### src/rtl/fpf_pkg.sv
package fpf_pkg;
    typedef enum logic [1:0] {
        ST_EMPTY = 2'd0,
        ST_PART  = 2'd1,
        ST_FULL  = 2'd2
    } fill_st_t;
endpackage

### src/rtl/fpf_ctrl.sv
module fpf_ctrl
    import fpf_pkg::*;
#(
    parameter int STAGES  = 8,
    parameter int STAGE_W = 16,
    parameter int LEN_W   = 6
) (
    input  logic                              clk,
    input  logic                              rst_n,
    input  logic                              clr,
    input  logic [LEN_W-1:0]                  frame_len,
    input  logic                              wr_en,
    input  logic                              rd_en,
    output logic                              is_long,
    output logic                              wr_go,
    output logic                              rd_go,
    output logic [$clog2(STAGES+1)-1:0]       lvl,
    output logic                              empty,
    output logic                              full,
    output logic                              fill_irq
);
    localparam int LVL_W = $clog2(STAGES + 1);
    localparam int SUM_W = LVL_W + 1;

    fill_st_t           st_q, st_d;
    logic [LVL_W-1:0]   nxt_lvl;
    logic [SUM_W-1:0]   need, room_sum, after_wr;
    logic               irq_q;

    assign is_long  = (frame_len > LEN_W'(STAGE_W));
    assign need     = is_long ? SUM_W'(2) : SUM_W'(1);
    assign room_sum = SUM_W'(lvl) + need;
    assign wr_go    = wr_en && !clr && (room_sum <= SUM_W'(STAGES));
    assign rd_go    = rd_en && !clr && (SUM_W'(lvl) >= need);

    always_comb begin
        after_wr = SUM_W'(lvl);
        if (wr_go) after_wr = after_wr + need;
        if (rd_go) after_wr = after_wr - need;
        nxt_lvl  = clr ? '0 : after_wr[LVL_W-1:0];
    end

    // next-state process
    always_comb begin
        st_d = st_q;
        unique case (st_q)
            ST_EMPTY: if (nxt_lvl == LVL_W'(STAGES)) st_d = ST_FULL;
                      else if (nxt_lvl != '0)        st_d = ST_PART;
            ST_PART:  if (nxt_lvl == LVL_W'(STAGES)) st_d = ST_FULL;
                      else if (nxt_lvl == '0)        st_d = ST_EMPTY;
            ST_FULL:  if (nxt_lvl == '0)             st_d = ST_EMPTY;
                      else if (nxt_lvl != LVL_W'(STAGES)) st_d = ST_PART;
            default:  st_d = ST_EMPTY;
        endcase
    end

    // state register
    always_ff @(posedge clk) begin
        if (!rst_n) begin
            st_q  <= ST_EMPTY;
            lvl   <= '0;
            irq_q <= 1'b0;
        end else begin
            st_q  <= st_d;
            lvl   <= nxt_lvl;
            irq_q <= (st_q == ST_EMPTY) && (st_d != ST_EMPTY);
        end
    end

    // output process
    always_comb begin
        empty = 1'b0;
        full  = 1'b0;
        unique case (st_q)
            ST_EMPTY: empty = 1'b1;
            ST_PART:  ;
            ST_FULL:  full = 1'b1;
            default:  empty = 1'b1;
        endcase
        fill_irq = irq_q;
    end

    a_r6_level_bound: assert property (@(posedge clk) disable iff (!rst_n)
        lvl <= LVL_W'(STAGES));
    a_r3_no_overflow: assert property (@(posedge clk) disable iff (!rst_n)
        (lvl == LVL_W'(STAGES) && !rd_en && !clr) |=> lvl == LVL_W'(STAGES));
    a_r4_no_underflow: assert property (@(posedge clk) disable iff (!rst_n)
        (lvl == '0 && !wr_en && !clr) |=> lvl == '0);
    a_r8_irq_edge: assert property (@(posedge clk) disable iff (!rst_n)
        fill_irq |-> (lvl != '0 && $past(lvl) == '0));
    a_r10_clear: assert property (@(posedge clk) disable iff (!rst_n)
        clr |=> (lvl == '0 && empty));
    a_r7_flags: assert property (@(posedge clk) disable iff (!rst_n)
        (empty == (lvl == '0)) && (full == (lvl == LVL_W'(STAGES))));
endmodule

### src/rtl/fpf_store.sv
module fpf_store #(
    parameter int STAGES  = 8,
    parameter int STAGE_W = 16,
    parameter int PORT_W  = 32
) (
    input  logic              clk,
    input  logic              rst_n,
    input  logic              clr,
    input  logic              is_long,
    input  logic              wr_go,
    input  logic              rd_go,
    input  logic [PORT_W-1:0] wr_data,
    output logic [PORT_W-1:0] rd_data
);
    localparam int PTR_W = $clog2(STAGES);

    logic [STAGE_W-1:0] mem [STAGES];
    logic [PTR_W-1:0]   wptr, rptr, wptr1, rptr1, step;

    assign step  = is_long ? PTR_W'(2) : PTR_W'(1);
    assign wptr1 = wptr + PTR_W'(1);
    assign rptr1 = rptr + PTR_W'(1);

    always_ff @(posedge clk) begin
        if (!rst_n || clr) begin
            wptr <= '0;
            rptr <= '0;
        end else begin
            if (wr_go) wptr <= wptr + step;
            if (rd_go) rptr <= rptr + step;
        end
    end

    for (genvar g = 0; g < STAGES; g++) begin : g_stage
        always_ff @(posedge clk) begin
            if (!rst_n) begin
                mem[g] <= '0;
            end else if (wr_go) begin
                if (wptr == PTR_W'(g))
                    mem[g] <= wr_data[STAGE_W-1:0];
                else if (is_long && wptr1 == PTR_W'(g))
                    mem[g] <= wr_data[PORT_W-1:STAGE_W];
            end
        end
    end

    always_comb begin
        if (is_long) rd_data = {mem[rptr1], mem[rptr]};
        else         rd_data = {{(PORT_W-STAGE_W){1'b0}}, mem[rptr]};
    end

    a_r10_ptr_reset: assert property (@(posedge clk) disable iff (!rst_n)
        clr |=> (rptr == '0 && wptr == '0));
    a_r5_read_stride: assert property (@(posedge clk) disable iff (!rst_n)
        (rd_go && !clr && is_long) |=> rptr == $past(rptr) + PTR_W'(2));
endmodule

### src/rtl/fpf_req.sv
module fpf_req #(
    parameter int LVL_W = 4
) (
    input  logic             clk,
    input  logic             rst_n,
    input  logic             clr,
    input  logic [LVL_W-1:0] lvl,
    input  logic             dma_en,
    input  logic [LVL_W-1:0] dma_thr,
    output logic             tx_dreq,
    output logic             sr_clr
);
    always_ff @(posedge clk) begin
        if (!rst_n) sr_clr <= 1'b0;
        else        sr_clr <= clr;
    end

    assign tx_dreq = dma_en && (lvl < dma_thr);

    a_r10_sr_pulse: assert property (@(posedge clk) disable iff (!rst_n)
        (sr_clr && !clr) |=> !sr_clr);
    a_r9_off_when_disabled: assert property (@(posedge clk) disable iff (!rst_n)
        !dma_en |-> !tx_dreq);
endmodule

### src/rtl/frame_pack_fifo.sv
module frame_pack_fifo #(
    parameter int STAGES  = 8,
    parameter int PORT_W  = 32,
    parameter int LEN_W   = 6,
    parameter int LVL_W   = 4
) (
    input  logic              clk,
    input  logic              rst_n,
    input  logic              clr,
    input  logic [LEN_W-1:0]  frame_len,
    input  logic              wr_en,
    input  logic [PORT_W-1:0] wr_data,
    input  logic              rd_en,
    output logic [PORT_W-1:0] rd_data,
    output logic [LVL_W-1:0]  level,
    output logic              empty,
    output logic              full,
    output logic              fill_irq,
    input  logic              dma_en,
    input  logic [LVL_W-1:0]  dma_thr,
    output logic              tx_dreq,
    output logic              sr_clr
);
    localparam int STAGE_W = PORT_W / 2;

    logic is_long, wr_go, rd_go;

    fpf_ctrl #(.STAGES(STAGES), .STAGE_W(STAGE_W), .LEN_W(LEN_W)) u_ctrl (
        .clk(clk), .rst_n(rst_n), .clr(clr), .frame_len(frame_len),
        .wr_en(wr_en), .rd_en(rd_en), .is_long(is_long),
        .wr_go(wr_go), .rd_go(rd_go), .lvl(level),
        .empty(empty), .full(full), .fill_irq(fill_irq)
    );

    fpf_store #(.STAGES(STAGES), .STAGE_W(STAGE_W), .PORT_W(PORT_W)) u_store (
        .clk(clk), .rst_n(rst_n), .clr(clr), .is_long(is_long),
        .wr_go(wr_go), .rd_go(rd_go), .wr_data(wr_data), .rd_data(rd_data)
    );

    fpf_req #(.LVL_W(LVL_W)) u_req (
        .clk(clk), .rst_n(rst_n), .clr(clr), .lvl(level),
        .dma_en(dma_en), .dma_thr(dma_thr), .tx_dreq(tx_dreq), .sr_clr(sr_clr)
    );
endmodule

### config.mk
export PLATFORM = sky130hd
export DESIGN_NAME = frame_pack_fifo
export DESIGN_NICKNAME = d
export VERILOG_FILES = /design/src/rtl/fpf_pkg.sv /design/src/rtl/fpf_ctrl.sv /design/src/rtl/fpf_store.sv /design/src/rtl/fpf_req.sv /design/src/rtl/frame_pack_fifo.sv
export SDC_FILE = /design/constraint.sdc
export NUM_CORES = 1
export LEC_CHECK = 0
export CORE_MARGIN = 2
export CORE_UTILIZATION = 60
export CTS_CLUSTER_DIAMETER = 200
export CTS_CLUSTER_SIZE = 10
export DETAILED_ROUTE_END_ITERATION = 10
export DONT_BUFFER_PORTS = 1
export GPL_TIMING_DRIVEN = 0
export PLACE_DENSITY = 0.83
export SLEW_MARGIN = 20
export SYNTH_ARGS = -nofsm -noshare
export SYNTH_HDL_FRONTEND = slang
export SYNTH_SLANG_ARGS = --single-unit
### constraint.sdc
create_clock -name clk -period 9.75 [get_ports clk]
set_input_delay 0.975 -clock clk [delete_from_list [all_inputs] [get_ports clk]]
set_output_delay 0.975 -clock clk [all_outputs]
set_load 0.02 [all_outputs]
==> run_results.csv, run 1 <==
group,metric,value,unit
yosys,synth_area_leaders,"edfxtp_1 (43%), mux4_2 (16%), a22o_1 (13%)",
clock_tree,postCtsHoldBufs,0,
sta,whs,542.3,ps
clock_tree,cts_tree,"done",
hold_path,hp-class,"flop to flop",
floorplanning,core,0.01448,sq mm
yosys,netlist_instances,666,
sta,finalHoldViolCount,0,
sta,skew,5.242,ps
critical_path,path_cells,"or4_4 > a21o_1 > buf_6 > inv_1 > ha_1 > inv_1 > ha_1 > and2b_2 > nand2b_1 > mux2i_2 > o21a_2 > nand2_2 > nor4_4 > clkbuf_1 > nand3b_1",
placed_design,place_area,0.009136,sq mm
critical_path,r2r_start,"u_ctrl.lvl[1]",
critical_path,cp-end-kind,"flop",
floorplanning,start_util,61.25,%
critical_path,slowest_stage,"nand3b_1",
critical_path,path_max_fanout,16,
sta,maxSlewViolCount,0,
routing,first_iter_violations,1103,
routing,drc_errors,0,
routing,wl_per_cell,30.04,microns
run,max_cap_viol_count,0,
sta,period_needed,5964,ps
sta,finalCritPeriodShare,61.17,%
yosys,yosysTopAreaCellShare,43.34,%
floorplanning,die_w,125.6,microns
layout,multiInputGateArea,0.004282,sq mm
yosys,synth_nets,733,
clock_tree,cts_buffers,17,
floorplanning,dieHeight,125.6,microns
critical_path,start_kind,"primary input",
critical_path,rrSetupSlack,4780,ps
yosys,synth_area,0.008869,sq mm
floorplanning,ios,89,
placed_design,finalWeightedCongestion,0.9139,
yosys,yosys_register_bits,145,
yosys,syn_avg_cell_area,13.32,sq um
layout,syn_to_final_growth,10.03,%
global_route,grt_pass1_vias,6842,
routing,ant_nets,0,
sta,slew_headroom,22.24,%
clock_tree,postCtsSetupBuffers,0,
yosys,synthArstFlopShare,0,%
layout,drive_gt1_share,21.86,%
hold_path,whs_path_depth,2,
critical_path,slowest_delay,900,ps
sta,setup_viol,0,
status,status,"complete, no violations",
clock_tree,cts.path.max_buffers,2,
power_and_ir_drop,ir_drop,148.0,uV
power_and_ir_drop,leakage,0.003368,uW
clock_tree,post_cts_resized,0,
global_route,track_usage,34.47,%
layout,final_core_util,67.40,%
routing,num_vias,6732,
sta,fmax,167.7,MHz
layout,fillers,971,
critical_path,worstReg2RegEnd,"u_store.mem[1][4]",
yosys,yosys_most_used_dff,"edfxtp_1",
clock_tree,clock_latency,440,ps
routing,viasPerCell,7.615,
yosys,ys_seq_area_share,47.18,%
sta,tightestPinTransition,1163,ps
floorplanning,dieArea,0.01577,sq mm
global_route,overflow,0,
critical_path,worstPathArrival,6020,ps
clock_tree,path_clk_slew,60,ps
layout,fin_nets,754,
sta,final.setup.tns,0,ps
clock_tree,cts_htree_levels,4,
yosys,synth_warnings,0,
critical_path,crit_buf_inv,4,
placed_design,port_buffers,0,
placed_design,dpl_worst_slack,3437,ps
critical_path,crit_family,"simple AND/OR/NAND/NOR gates",
global_route,grt_pass1_wl,40340,microns
sta,fin_ws,3786,ps
yosys,yosysUniqueCellTypes,67,
yosys,synth_edf_count,128,
routing,totalWireLength,26560,microns
global_route,antenna_found_initial,0,
clock_tree,root_buffer,"clkbuf_16",
critical_path,cp.required,9800,ps
yosys,yosysTopAreaCell,"edfxtp_1",
layout,fin_area,0.009758,sq mm
critical_path,crit_type,"primary input to flop",
layout,diodes,0,
clock_tree,clock_sinks,145,
global_route,grt_max_degree,17,
routing,drt-pass1-iter-count,6,
critical_path,r2r.worst_path.cells,11,
layout,seq_area,0.004184,sq mm
placed_design,dp.final_hpwl,17190,microns
power_and_ir_drop,pwr_density_cell,167.0,mW/mm^2
hold_path,min_from,"u_store.rptr[1]",
floorplanning,row_count,44,
sta,rsz0062_at_grt,"false",
-- layout make-up --
type | instances | area share, %
multi-input combinational | 421 | 43.88
tap | 184 | 2.359
clock buffer | 18 | 4.398
timing repair buffer | 2 | 0.3077
inverter | 18 | 0.7180
buffer | 82 | 3.539
sequential | 145 | 42.88
clock inverter | 14 | 1.923
-- per-stage QoR --
step	power, uW	std cells
2_1_floorplan	891.6	666
3_3_place_gp	930.8	850
3_5_place_dp	944.8	852
4_1_cts	1622	884
5_1_grt	1666	884
6_report	1630	884
-- worst reg2reg max path, delay by kind of cell, from the launching register on --
family	cells	cell delay (ps)
and+or+nand+nor	5	2110
buffers and inverters	2	700
DFF	1	640
adders and majority gates	2	590
muxes	1	290
AOI/OAI and AO/OA	1	270
-- Yosys cell counts, drive strengths merged (2+ instances only) --
cell type	count
a211oi	5
a21boi	3
a21o	2
a21oi	25
a22o	128
and2	5
and3	4
buf	48
clkbuf	34
dfxtp	17
edfxtp	128
fa	3
ha	16
inv	18
mux2	17
mux2i	2
mux4	64
nand2	45
nand2b	5
nand3	9
nand3b	6
nor2	19
nor2b	5
nor3	4
nor4	4
nor4b	2
o211ai	4
o21a	3
o21ai	10
o31ai	2
or3	3
xnor2	5
xor2	3
-- cell families (layout without fill, tap and decap cells) --
family                   Yosys count  in the layout  share of synthesized area, %
buffers and inverters            100            134                         4.627
XOR/XNOR                           8              8                         1.002
multiplexers                      83             83                         18.72
flip-flops                       145            145                         47.18
AO/OA/AOI/OAI                    194            194                         17.96
adder cells (fa/ha/maj)           19             19                         2.935
AND/OR/NAND/NOR                  117            117                         7.576
-- power breakdown --
| group | switching, uW | internal (uW) | total, uW |
|---|---|---|---|
| sequential | 22.7 | 705 | 728 |
| combinational | 132 | 79.0 | 211 |
| clock | 264 | 427 | 691 |
-- layer usage --
metal  GRT usage [%]  vias to the layer above  share of wire, %
met2           53.83                      588                47
met5           2.477                        -              0.20
met4           19.67                        2               5.8
met1           42.09                     3281                34
li1                -                     2718                 -
met3           11.47                      143                13
-- cells in the final DEF (no fill, tap or decap), drive strengths merged, types with 4 or more instances in the layout --
cell type and n:
a211oi 5, a21oi 25, a22o 128, and2 5, and3 4, buf 47
bufinv 4, clkbuf 55, clkinv 5, dfxtp 17, edfxtp 128, ha 16
inv 20, mux2 17, mux4 64, nand2 45, nand2b 5, nand3 9
nand3b 6, nor2 19, nor2b 5, nor3 4, nor4 4, o211ai 4
o21ai 10, xnor2 5
-- how the worst max path moves through the flow --
| stage | startpoint | endpoint | slack [ps] | depth (start not counted) |
|---|---|---|---|---|
| floorplan | frame_len[0] | u_ctrl.fill_irq | 4380 | 20 |
| detailed placement | frame_len[0] | u_store.mem[1][7] | 3440 | 15 |
| CTS | frame_len[0] | u_store.mem[5][4] | 3860 | 15 |
| global placement | frame_len[0] | u_store.mem[2][6] | 3510 | 12 |
| global route | frame_len[0] | u_store.mem[1][2] | 3590 | 15 |
| finish | frame_len[0] | u_store.mem[1][4] | 3790 | 15 |
-- state kept, by name, indices dropped and copies added, names as in the netlist, named ones only --
| signal | count |
|---|---|
| u_req.sr_clr | 1 |
| u_store.rptr | 3 |
| u_ctrl.fill_irq | 1 |
| u_store.wptr | 3 |
| u_store.mem | 128 |
| u_ctrl.st_q | 2 |
| u_ctrl.lvl | 4 |
No activity file was read; power rests on OpenSTA's default activity.
==> run 2, diff against run 1 <==
--- a/config.mk
+++ b/config.mk
@@ -6,7 +6,7 @@
 export NUM_CORES = 1
 export LEC_CHECK = 0
 export CORE_MARGIN = 2
-export CORE_UTILIZATION = 60
+export CORE_UTILIZATION = 58
 export CTS_CLUSTER_DIAMETER = 200
 export CTS_CLUSTER_SIZE = 10
 export DETAILED_ROUTE_END_ITERATION = 10
==> constraint.sdc (replaced) <==
create_clock -name clk -period 4.95 [get_ports clk]
set_input_delay 0.495 -clock clk [delete_from_list [all_inputs] [get_ports clk]]
set_output_delay 0.495 -clock clk [all_outputs]
set_load 0.02 [all_outputs]
==> run_results.csv, run 2 (synthesis gave the netlist of run 1 again) <==
group,metric,value,unit
floorplanning,core,0.01509,sq mm
clock_tree,postCtsHoldBufs,0,
critical_path,worstPathArrival,4860,ps
routing,num_vias,6726,
critical_path,path_cells,"or4_4 > a21o_1 > buf_6 > clkinvlp_4 > ha_1 > inv_1 > ha_1 > and2b_2 > nand2_1 > mux2i_4 > o21a_4 > nand2_2 > nor4b_4 > buf_2 > nand3b_1 > buf_4",
clock_tree,root_buffer,"clkbuf_16",
power_and_ir_drop,power.total,3072,uW
critical_path,cp-end-kind,"flop",
critical_path,slowest_delay,770,ps
sta,maxSlewViolCount,0,
routing,first_iter_violations,1045,
sta,setup_viol,0,
global_route,overflow,0,
clock_tree,cts_tree,"done",
run,max_cap_viol_count,0,
placed_design,finalWeightedCongestion,0.9026,
global_route,antenna_found_initial,2,
routing,ant_nets,0,
global_route,track_usage,32.62,%
layout,largest_reg_flops,128,
clock_tree,cts_htree_levels,4,
layout,fillers,1053,
sta,rsz0062_at_grt,"false",
routing,viasPerCell,7.507,
layout,multiInputGateArea,0.004324,sq mm
hold_path,hp-class,"primary input to flop",
global_route,grt_pass1_wl,38500,microns
clock_tree,clock_sinks,145,
sta,finalCritPeriodShare,95.28,%
placed_design,place_area,0.009130,sq mm
critical_path,r2r.worst_path.cells,12,
status,status,"complete, no violations",
sta,final.setup.tns,0,ps
power_and_ir_drop,pwr_density_cell,312.9,mW/mm^2
sta,period_needed,4717,ps
global_route,grt_max_degree,17,
clock_tree,clock_latency,450,ps
floorplanning,row_count,45,
sta,slew_headroom,28.43,%
floorplanning,dieArea,0.01630,sq mm
routing,totalWireLength,26050,microns
routing,drc_errors,0,
routing,drt-pass1-iter-count,6,
clock_tree,cts_buffers,17,
layout,seq_area,0.004184,sq mm
floorplanning,dieHeight,127.7,microns
power_and_ir_drop,ir_drop,299.0,uV
floorplanning,start_util,58.77,%
floorplanning,ios,89,
layout,final_cell_mix,"a22o_1 (128), edfxtp_1 (128), mux4_2 (64)",
global_route,grt_pass1_vias,6647,
sta,tightestPinTransition,1074,ps
placed_design,dp.final_hpwl,16760,microns
layout,fin_area,0.009821,sq mm
critical_path,cp.required,5090,ps
clock_tree,path_clk_slew,60,ps
routing,wl_per_cell,29.08,microns
layout,drive_gt1_share,22.66,%
placed_design,port_buffers,0,
hold_path,whs_path_depth,1,
sta,skew,10.60,ps
layout,regMostFlops,"u_store.mem",
critical_path,crit_type,"primary input to flop",
critical_path,rrSetupSlack,620,ps
sta,finalHoldViolCount,0,
layout,fin_nets,760,
sta,fmax,212.0,MHz
critical_path,start_kind,"primary input",
power_and_ir_drop,leakage,0.003385,uW
layout,syn_to_final_growth,10.74,%
clock_tree,cts.path.max_buffers,2,
critical_path,slowest_stage,"nor4b_4",
critical_path,crit_path_frequent_cell,"ha_1",
floorplanning,die_w,127.7,microns
critical_path,path_max_fanout,10,
layout,reg_top3,"u_store.mem x128, u_ctrl.lvl x4",
[run 2: cell count changes in the layout (fill, tap and decap cells not counted), moves of 2 or more]
cell / previous run / this run
buf_1: 37 / 40
clkinv_2: 3 / 6
clkinvlp_4: 3 / 1
diode_2: 0 / 2
clkbuf_2: 4 / 2
buf_8: 2 / 0
clkbuf_16: 17 / 19
bufinv_16: 4 / 0
buf_4: 0 / 4
buf_12: 0 / 3
inv_6: 2 / 0
[run 2: cell type report]
class                           instances  share of cell area (%)
Sequential cell                       145                   42.60
Multi-Input combinational cell        421                   44.03
Timing Repair Buffer                    8                   1.032
Tap cell                              188                   2.395
Buffer                                 82                   3.491
Inverter                               18                  0.7517
Antenna cell                            2                 0.05096
Clock buffer                           23                   5.096
Clock inverter                          9                  0.5478
[run 2: path summary, 6_finish.rpt]
path,end,from
setup / recovery,u_store.mem[7][8],frame_len[0]
hold / removal,u_req.sr_clr,clr
setup reg to reg,u_store.mem[7][8],u_ctrl.lvl[1]
hold reg to reg,u_store.rptr[1],u_store.rptr[1]
[run 2: critical path, delay by kind of cell]
| kind | cells | cell delay, ps |
|---|---|---|
| fa+ha+maj | 2 | 530 |
| compound gates | 2 | 420 |
| buf+inv | 5 | 1080 |
| mux | 1 | 240 |
| simple gates | 6 | 2090 |
[run 2: power by group]
group	switching [uW]	total [uW]	internal, uW
clock network	506	1220	709
registers	41.9	1430	1390
logic	264	428	164
total	812	3070	2260
[run 2: what timing repair did]
item	CTS	global route
pin swaps	0	1
setup endpoints to repair	64	77
gates resized for setup	0	10
endpoints found under the hold margin	0	0
setup buffers	7	0
[run 2: through the flow]
step | util [%] | setup WS (ps) | hold slack (ps) | std cells
floorplan | - | 60.25 | 497.4 | 666
global placement | 60.33 | -991.1 | 517.0 | 854
detailed placement | 60.51 | -1016 | 537.6 | 855
CTS | 64.78 | 13.18 | 167.3 | 894
global route | 65.05 | 30.59 | 189.2 | 894
finish | 65.08 | 233.5 | 167.8 | 896
[run 2: metal layers]
metal / part of all wire, % / GRT usage, % / vias up
li1: - / - / 2731
met1: 33 / 40.83 / 3252
met2: 47 / 50.14 / 620
met3: 15 / 12.65 / 123
met4: 4.8 / 15.90 / 0
met5: 0 / 0 / -
